===== config.mk =====
export PLATFORM = sky130hd
export DESIGN_NAME = rotstore_seq
export DESIGN_NICKNAME = d
export VERILOG_FILES = /design/src/rtl/rotstore_pkg.sv /design/src/rtl/rs_sync_edge.sv /design/src/rtl/rs_delay_timer.sv /design/src/rtl/rs_gap_watch.sv /design/src/rtl/rotstore_seq.sv
export SDC_FILE = /design/constraint.sdc
export NUM_CORES = 1
export LEC_CHECK = 0
export CORE_MARGIN = 10
export CORE_UTILIZATION = 40
export CTS_CLUSTER_SIZE = 16
export DETAILED_ROUTE_END_ITERATION = 7
export DONT_BUFFER_PORTS = 1
export HOLD_SLACK_MARGIN = 0.02
export PLACE_DENSITY = 0.6
export SYNTH_ARGS = -nofsm -noshare
export SYNTH_HDL_FRONTEND = slang
export SYNTH_SLANG_ARGS = --single-unit

===== constraint.sdc =====
create_clock -name clk -period 4.6 [get_ports clk]
set_clock_uncertainty 0.15 [all_clocks]
set_input_delay 0.46 -clock clk [delete_from_list [all_inputs] [get_ports clk]]
set_output_delay 0.46 -clock clk [all_outputs]
set_load 0.1 [all_outputs]

===== src/rtl/rotstore_pkg.sv =====
package rotstore_pkg;

    typedef enum logic [3:0] {
        SEQ_IDLE = 4'b0001,
        SEQ_TRA  = 4'b0010,
        SEQ_ACT  = 4'b0100,
        SEQ_FLAG = 4'b1000
    } seq_state_e;

endpackage


===== src/rtl/rs_sync_edge.sv =====
module rs_sync_edge #(
    parameter int STAGES = 2
) (
    input  logic clk,
    input  logic rst_n,
    input  logic din,
    output logic rise
);
    logic [STAGES-1:0] sync_q;
    logic              last_q;

    always_ff @(posedge clk) begin
        if (!rst_n) begin
            sync_q <= '0;
            last_q <= 1'b0;
        end else begin
            sync_q <= {sync_q[STAGES-2:0], din};
            last_q <= sync_q[STAGES-1];
        end
    end

    assign rise = sync_q[STAGES-1] & ~last_q;
endmodule


===== src/rtl/rs_delay_timer.sv =====
module rs_delay_timer #(
    parameter int CYCLES = 40000
) (
    input  logic clk,
    input  logic rst_n,
    input  logic start,
    input  logic cancel,
    output logic expired
);
    localparam int CW = $clog2(CYCLES + 1);

    logic [CW-1:0] cnt_q, cnt_d;
    logic          run_q, run_d;
    logic          exp_q, exp_d;

    always_comb begin
        cnt_d = cnt_q;
        run_d = run_q;
        exp_d = 1'b0;
        if (cancel) begin
            run_d = 1'b0;
            cnt_d = '0;
        end else if (start) begin
            run_d = 1'b1;
            cnt_d = '0;
        end else if (run_q) begin
            if (cnt_q == CW'(CYCLES - 1)) begin
                run_d = 1'b0;
                exp_d = 1'b1;
            end else begin
                cnt_d = cnt_q + 1'b1;
            end
        end
    end

    always_ff @(posedge clk) begin
        if (!rst_n) begin
            cnt_q <= '0;
            run_q <= 1'b0;
            exp_q <= 1'b0;
        end else begin
            cnt_q <= cnt_d;
            run_q <= run_d;
            exp_q <= exp_d;
        end
    end

    assign expired = exp_q;
endmodule


===== src/rtl/rs_gap_watch.sv =====
module rs_gap_watch #(
    parameter int CYCLES = 680
) (
    input  logic clk,
    input  logic rst_n,
    input  logic trig,
    output logic clk_live
);
    localparam int CW = $clog2(CYCLES + 1);

    logic [CW-1:0] cnt_q, cnt_d;
    logic          live_q, live_d;

    always_comb begin
        cnt_d  = cnt_q;
        live_d = live_q;
        if (trig) begin
            cnt_d  = '0;
            live_d = 1'b1;
        end else if (live_q) begin
            if (cnt_q == CW'(CYCLES - 1)) begin
                live_d = 1'b0;
            end else begin
                cnt_d = cnt_q + 1'b1;
            end
        end
    end

    always_ff @(posedge clk) begin
        if (!rst_n) begin
            cnt_q  <= '0;
            live_q <= 1'b0;
        end else begin
            cnt_q  <= cnt_d;
            live_q <= live_d;
        end
    end

    assign clk_live = live_q;
endmodule


===== src/rtl/rotstore_seq.sv =====
module rotstore_seq
    import rotstore_pkg::*;
#(
    parameter int CLK_MHZ   = 200,
    parameter int SETTLE_US = 200,
    parameter int GAP_NS    = 3400,
    parameter int TRK_W     = 6,
    parameter int SEC_W     = 3
) (
    input  logic                     clk,
    input  logic                     rst_n,
    input  logic                     cmd_start_write,
    input  logic                     cmd_start_read,
    input  logic                     cmd_load_addr,
    input  logic [TRK_W+SEC_W-1:0]   addr_in,
    input  logic                     cmd_continue,
    input  logic                     cmd_sense_flag,
    input  logic                     cmd_sense_err,
    input  logic                     par_err_set,
    input  logic                     data_err_set,
    input  logic                     index_raw,
    input  logic                     mclk_raw,
    output logic [3:0]               seq_state,
    output logic                     xfer_active,
    output logic                     flag_out,
    output logic                     dir_write,
    output logic [TRK_W-1:0]         trk_addr,
    output logic [SEC_W-1:0]         sec_addr,
    output logic                     addr_adv,
    output logic                     take_word,
    output logic                     skip
);
    localparam int SETTLE_CYC = CLK_MHZ * SETTLE_US;
    localparam int GAP_CYC    = (CLK_MHZ * GAP_NS) / 1000;
    localparam int ADDR_W     = TRK_W + SEC_W;
    localparam int N_SYNC     = 2;

    typedef struct packed {
        seq_state_e          st;
        logic                dir_wr;
        logic [ADDR_W-1:0]   addr;
        logic                perr;
        logic                derr;
        logic                adv;
        logic                take;
        logic                skip;
    } ctl_t;

    ctl_t ctl_q, ctl_d;

    logic [N_SYNC-1:0] raw_vec;
    logic [N_SYNC-1:0] rise_vec;
    logic              index_rise;
    logic              mclk_rise;
    logic              start_any;
    logic              settle_go;
    logic              settle_done;
    logic              clk_live;

    assign raw_vec    = {mclk_raw, index_raw};
    assign index_rise = rise_vec[0];
    assign mclk_rise  = rise_vec[1];

    for (genvar gi = 0; gi < N_SYNC; gi++) begin : g_sync
        rs_sync_edge #(.STAGES(2)) u_sync (
            .clk   (clk),
            .rst_n (rst_n),
            .din   (raw_vec[gi]),
            .rise  (rise_vec[gi])
        );
    end

    assign start_any = cmd_start_write | cmd_start_read;
    assign settle_go = cmd_load_addr & ~start_any & (ctl_q.st == SEQ_IDLE);

    rs_delay_timer #(.CYCLES(SETTLE_CYC)) u_settle (
        .clk     (clk),
        .rst_n   (rst_n),
        .start   (settle_go),
        .cancel  (start_any),
        .expired (settle_done)
    );

    rs_gap_watch #(.CYCLES(GAP_CYC)) u_gap (
        .clk      (clk),
        .rst_n    (rst_n),
        .trig     (index_rise | mclk_rise),
        .clk_live (clk_live)
    );

    always_comb begin
        ctl_d      = ctl_q;
        ctl_d.adv  = 1'b0;
        ctl_d.take = 1'b0;
        ctl_d.skip = (cmd_sense_flag & (ctl_q.st == SEQ_FLAG))
                   | (cmd_sense_err & ~ctl_q.perr & ~ctl_q.derr);

        if (start_any) begin
            ctl_d.st     = SEQ_IDLE;
            ctl_d.dir_wr = cmd_start_write;
            ctl_d.perr   = 1'b0;
            ctl_d.derr   = 1'b0;
        end else begin
            unique case (ctl_q.st)
                SEQ_IDLE: begin
                    if (cmd_load_addr) begin
                        ctl_d.addr = addr_in;
                    end
                    if (settle_done) begin
                        ctl_d.st = SEQ_TRA;
                    end
                end
                SEQ_TRA: begin
                    if (index_rise) begin
                        ctl_d.st = SEQ_ACT;
                    end
                end
                SEQ_ACT: begin
                    if (!clk_live) begin
                        ctl_d.st   = SEQ_FLAG;
                        ctl_d.addr = ctl_q.addr + 1'b1;
                        ctl_d.adv  = 1'b1;
                    end
                end
                SEQ_FLAG: begin
                    if (cmd_continue) begin
                        ctl_d.st   = SEQ_TRA;
                        ctl_d.take = 1'b1;
                        ctl_d.perr = 1'b0;
                        ctl_d.derr = 1'b0;
                    end
                end
                default: ctl_d.st = SEQ_IDLE;
            endcase
        end

        if (par_err_set) begin
            ctl_d.perr = 1'b1;
        end
        if (data_err_set) begin
            ctl_d.derr = 1'b1;
        end
    end

    always_ff @(posedge clk) begin
        if (!rst_n) begin
            ctl_q.st     <= SEQ_IDLE;
            ctl_q.dir_wr <= 1'b0;
            ctl_q.addr   <= '0;
            ctl_q.perr   <= 1'b0;
            ctl_q.derr   <= 1'b0;
            ctl_q.adv    <= 1'b0;
            ctl_q.take   <= 1'b0;
            ctl_q.skip   <= 1'b0;
        end else begin
            ctl_q <= ctl_d;
        end
    end

    assign seq_state   = ctl_q.st;
    assign xfer_active = (ctl_q.st == SEQ_ACT);
    assign flag_out    = (ctl_q.st == SEQ_FLAG);
    assign dir_write   = ctl_q.dir_wr;
    assign trk_addr    = ctl_q.addr[ADDR_W-1:SEC_W];
    assign sec_addr    = ctl_q.addr[SEC_W-1:0];
    assign addr_adv    = ctl_q.adv;
    assign take_word   = ctl_q.take;
    assign skip        = ctl_q.skip;
endmodule


==> reports/qor.csv <==
stage,metric,value,unit
logic_synthesis,largest family of logic cells by synthesized area,simple AND/OR/NAND/NOR gates,
sta,Slew Limit Fails,0,
power_and_ir_drop,Clk pwr share,34.8,%
sta,Slew @ Worst Pin,1.17,ns
critical_path,Worst Reg2Reg Path Length in Cells,6,
global_route,GR Overflow Total,0,
power_and_ir_drop,internal power,600,uW
place,PortBufs,0,
critical_path,CP startpoint,seq_state[1]$_SDFFE_PP0P_,
global_route,Total GRT Usage,11.2,%
logic_synthesis,ys async rst share,0,%
logic_synthesis,top_reg_cell synth,dfxtp_1,
floorplanning,die area,10100,um^2
logic_synthesis,Yosys reg bits,54,
logic_synthesis,"Net Count, Synth",334,
global_route,largest net degree at the start of global routing,21,
logic_synthesis,Post-Synth Adder-Cell Area,1.46,%
logic_synthesis,Post-Synthesis Cells,310,
logic_synthesis,Compound-Gate Fraction of Synth Area,14.4,%
floorplanning,boundary pin count,40,
detailed_routing,via count,2072,
floorplanning,Initial Util,40.8,%
detailed_routing,Pre-antenna DRT Iters,4,
logic_synthesis,Synth Cell Area,2580,um^2
logic_synthesis,Area contributors post-synth,"dfxtp_1, nor2_1, a21oi_1",
floorplanning,core area,6310,um^2
logic_synthesis,sequential area share after synthesis,42.0,%
cells_and_area,Layout area overhead,3.50,%
critical_path,Worst Path Required,3.99,ns
critical_path,WP buf/inv,2,
sta,final worst path period share,64.3,%
logic_synthesis,syn_area_per_cell,8.31,um^2
critical_path,critical path's top delay family,simple AND/OR/NAND/NOR gates,
critical_path,RR Startpoint,seq_state[1]$_SDFFE_PP0P_,
global_route,vias in the first global route,1815,
place,placed cell count,365,
logic_synthesis,post-synthesis simple-gate area fraction,28.8,%
detailed_routing,post-DR wirelength/cell,15.1,um
critical_path,crit end category,primary output,
detailed_routing,DR DRC count,0,
logic_synthesis,Synth Warn #,0,
sta,max frequency,338,MHz
critical_path,CP arrival,2.35,ns
clock_network,Clock Latency Late Sink,0.32,ns
cells_and_area,final net count,319,
global_route,first-pass GRT wire length,9.32,mm
cells_and_area,fill cell count,655,
cells_and_area,layout cells sized above 1,6.76,%
critical_path,critical-path maximum fanout,20,
logic_synthesis,XOR/XNOR Fraction of Synth Area,5.10,%
clock_network,TritonCTS buffer count,5,
clock_network,CTS tree,done,
logic_synthesis,Netlist cell types,51,
sta,Rel. slew slack,21.7,%
power_and_ir_drop,worst ir drop on vdd,0.161,mV
critical_path,R2R Setup Slk,1.88,ns
power_and_ir_drop,Combinational Power Share,3.1,%
logic_synthesis,"area leader, netlist",dfxtp_1,
power_and_ir_drop,sequential share of power,62.1,%
power_and_ir_drop,Switch Pwr,225,uW
power_and_ir_drop,Pleak,0.000881,uW
clock_network,Root Buffer,clkbuf_8,
place,DP Wirelength,4.03,mm
clock_network,# clock sinks,54,
power_and_ir_drop,Switching Fraction,27.3,%
floorplanning,Die Span Y,100,um
global_route,initial antenna violation count,1,
sta,RSZ-0062 raised after global routing,no,
place,gpl congestion,0.792,
logic_synthesis,Yosys top cell area share,42.0,%
sta,Final Hold Violating Endpoints,0,
clock_network,clk buf depth,2,
detailed_routing,drt first-iter violations,67,
power_and_ir_drop,power per standard cell area,309,nW/um^2
critical_path,CP Launch Type,register,
logic_synthesis,Post-synth EDFFs,0,
critical_path,critical path class,register to primary output,
critical_path,slowest CP cell,or4b_1,
clock_network,post-CTS setup buffer count,0,
floorplanning,Die X,100,um
hold_path,worst min path class,input port to register,
floorplanning,row cnt,29,
logic_synthesis,post-synthesis mux area share,0.777,%
outcome,status,"finished, final reports clean",
clock_network,Post-CTS Resized,0,
critical_path,Worst path depth,3,
sta,setup TNS,0,ns
critical_path,critical path capture point,xfer_active,
clock_network,H-tree depth,2,
clock_network,CTS Hold Bufs,0,
flow_run,Max-cap violations,0,
hold_path,hold depth,2,
sta,minimum clock period,2.96,ns
clock_network,Clock Pin Slew Worst Setup and Hold Paths,0.11,ns
detailed_routing,post-route ant nets,0,
sta,final setup fails,0,
detailed_routing,Vias/cell,5.54,
critical_path,"slowest stage delay, CP",0.87,ns
cells_and_area,Finished Layout Cells,374,
critical_path,worst reg2reg endpoint,trk_addr[0]$_SDFFE_PN0P_,
detailed_routing,final WL,5.64,mm
critical_path,CP Cell Sequence,"buf_4, or4b_1, inv_2",
final cells by class:
| cell class | count | area (um^2) | area share [%] |
|---|---|---|---|
| flip-flops and latches | 54 | 1080 | 40.5 |
| repair buffers | 5 | 37.5 | 1.41 |
| inverters | 9 | 33.8 | 1.27 |
| multi-input cells | 220 | 1320 | 49.4 |
| well taps | 77 | 96.3 | 3.61 |
| clock inverters | 3 | 28.8 | 1.08 |
| diodes | 1 | 2.50 | 0.0939 |
| clock buffers | 5 | 68.8 | 2.58 |
metal layers:
layer | vias up | part of all wire (%) | track usage, %
met3 | 2 | 7.2 | 4.33
li1 | 1061 | - | -
met1 | 964 | 47 | 14.5
met2 | 45 | 45 | 16.7
met4 | 0 | 0.53 | 3.26
met5 | - | 0 | 0
cells in the mapped netlist (all sizes together), types with 2 or more instances:
| master | count |
|---|---|
| dfxtp | 54 |
| nor2 | 36 |
| nand2 | 27 |
| a21oi | 23 |
| buf | 19 |
| nor3 | 14 |
| nor4 | 11 |
| o21ai | 11 |
| xnor2 | 11 |
| nand3 | 10 |
| nand4 | 10 |
| clkbuf | 8 |
| inv | 8 |
| and2 | 7 |
| a21o | 4 |
| and3 | 4 |
| and4 | 4 |
| o211ai | 4 |
| or3 | 4 |
| xor2 | 4 |
| a31oi | 3 |
| ha | 3 |
| a32oi | 2 |
| mux2i | 2 |
| nand3b | 2 |
| nor2b | 2 |
| nor3b | 2 |
| o31a | 2 |
layout by cell type, fill, tap and decap left out, types with 5 or more instances in the layout:
cell / n
and2_1: 7
o21ai_0: 11
nand3_1: 10
nor3_1: 14
buf_4: 5
dfxtp_1: 54
nor2_1: 36
xnor2_1: 11
nand4_1: 8
a21oi_1: 23
nor4_1: 11
nand2_1: 27
inv_1: 7
clkbuf_8: 5
how the worst min path moves through the flow:
| stage | endpoint | from | slack (ns) |
|---|---|---|---|
| final | dir_write$_SDFFE_PN0N_ | cmd_start_write | 0.10 |
| after global routing | g_sync[1].u_sync.sync_q[1]$_SDFF_PN0_ | rst_n | 0.09 |
| after CTS | g_sync[1].u_sync.sync_q[0]$_SDFF_PN0_ | rst_n | 0.1 |
| after detailed placement | g_sync[0].u_sync.sync_q[1]$_SDFF_PN0_ | g_sync[0].u_sync.sync_q[0]$_SDFF_PN0_ | 0.28 |
| after global placement | g_sync[1].u_sync.sync_q[1]$_SDFF_PN0_ | g_sync[1].u_sync.sync_q[0]$_SDFF_PN0_ | 0.27 |
| after floorplan | g_sync[0].u_sync.sync_q[1]$_SDFF_PN0_ | g_sync[0].u_sync.sync_q[0]$_SDFF_PN0_ | 0.26 |
cells by family (layout without fill, tap and decap cells):
family / count (synthesis) / in the layout
AO/OA/AOI/OAI: 59 / 59
XOR/XNOR: 15 / 15
adder cells (fa/ha/maj): 3 / 3
buffers and inverters: 36 / 22
flip-flops: 54 / 54
multiplexers: 2 / 2
other: 0 / 1
AND/OR/NAND/NOR: 141 / 141
power by group through the flow:
| stage | Combinational, uW | Sequential (uW) | Clock (uW) |
|---|---|---|---|
| 2_1_floorplan | 48.1 | 499 | 0 |
| 3_3_place_gp | 26.1 | 522 | 0 |
| 3_5_place_dp | 26.4 | 522 | 0 |
| 4_1_cts | 26.4 | 512 | 294 |
| 5_1_grt | 29.9 | 513 | 311 |
| 6_report | 25.8 | 512 | 287 |
state kept, by name (all words and copies together), names as in the netlist, 2 cells and up:
register,cells
ctl_q,2
g_sync.u_sync.last_q,2
g_sync.u_sync.sync_q,4
sec_addr,3
seq_state,4
trk_addr,6
u_gap.cnt_q,10
u_settle.cnt_q,16
per-stage QoR:
step | hold slack [ns] | cell area (um^2) | setup slack [ns] | power, uW | util, %
final | 0.104 | 2670 | 1.64 | 824 | 42.2
after global routing | 0.0896 | 2660 | 1.52 | 854 | 42.2
after CTS | 0.0973 | 2660 | 1.64 | 832 | 42.2
after detailed placement | 0.279 | 2570 | 1.92 | 549 | 40.6
after global placement | 0.274 | 2570 | 1.95 | 548 | 40.6
after floorplan | 0.262 | 2580 | 1.47 | 547 | -
(Power assumes the default switching activity.)
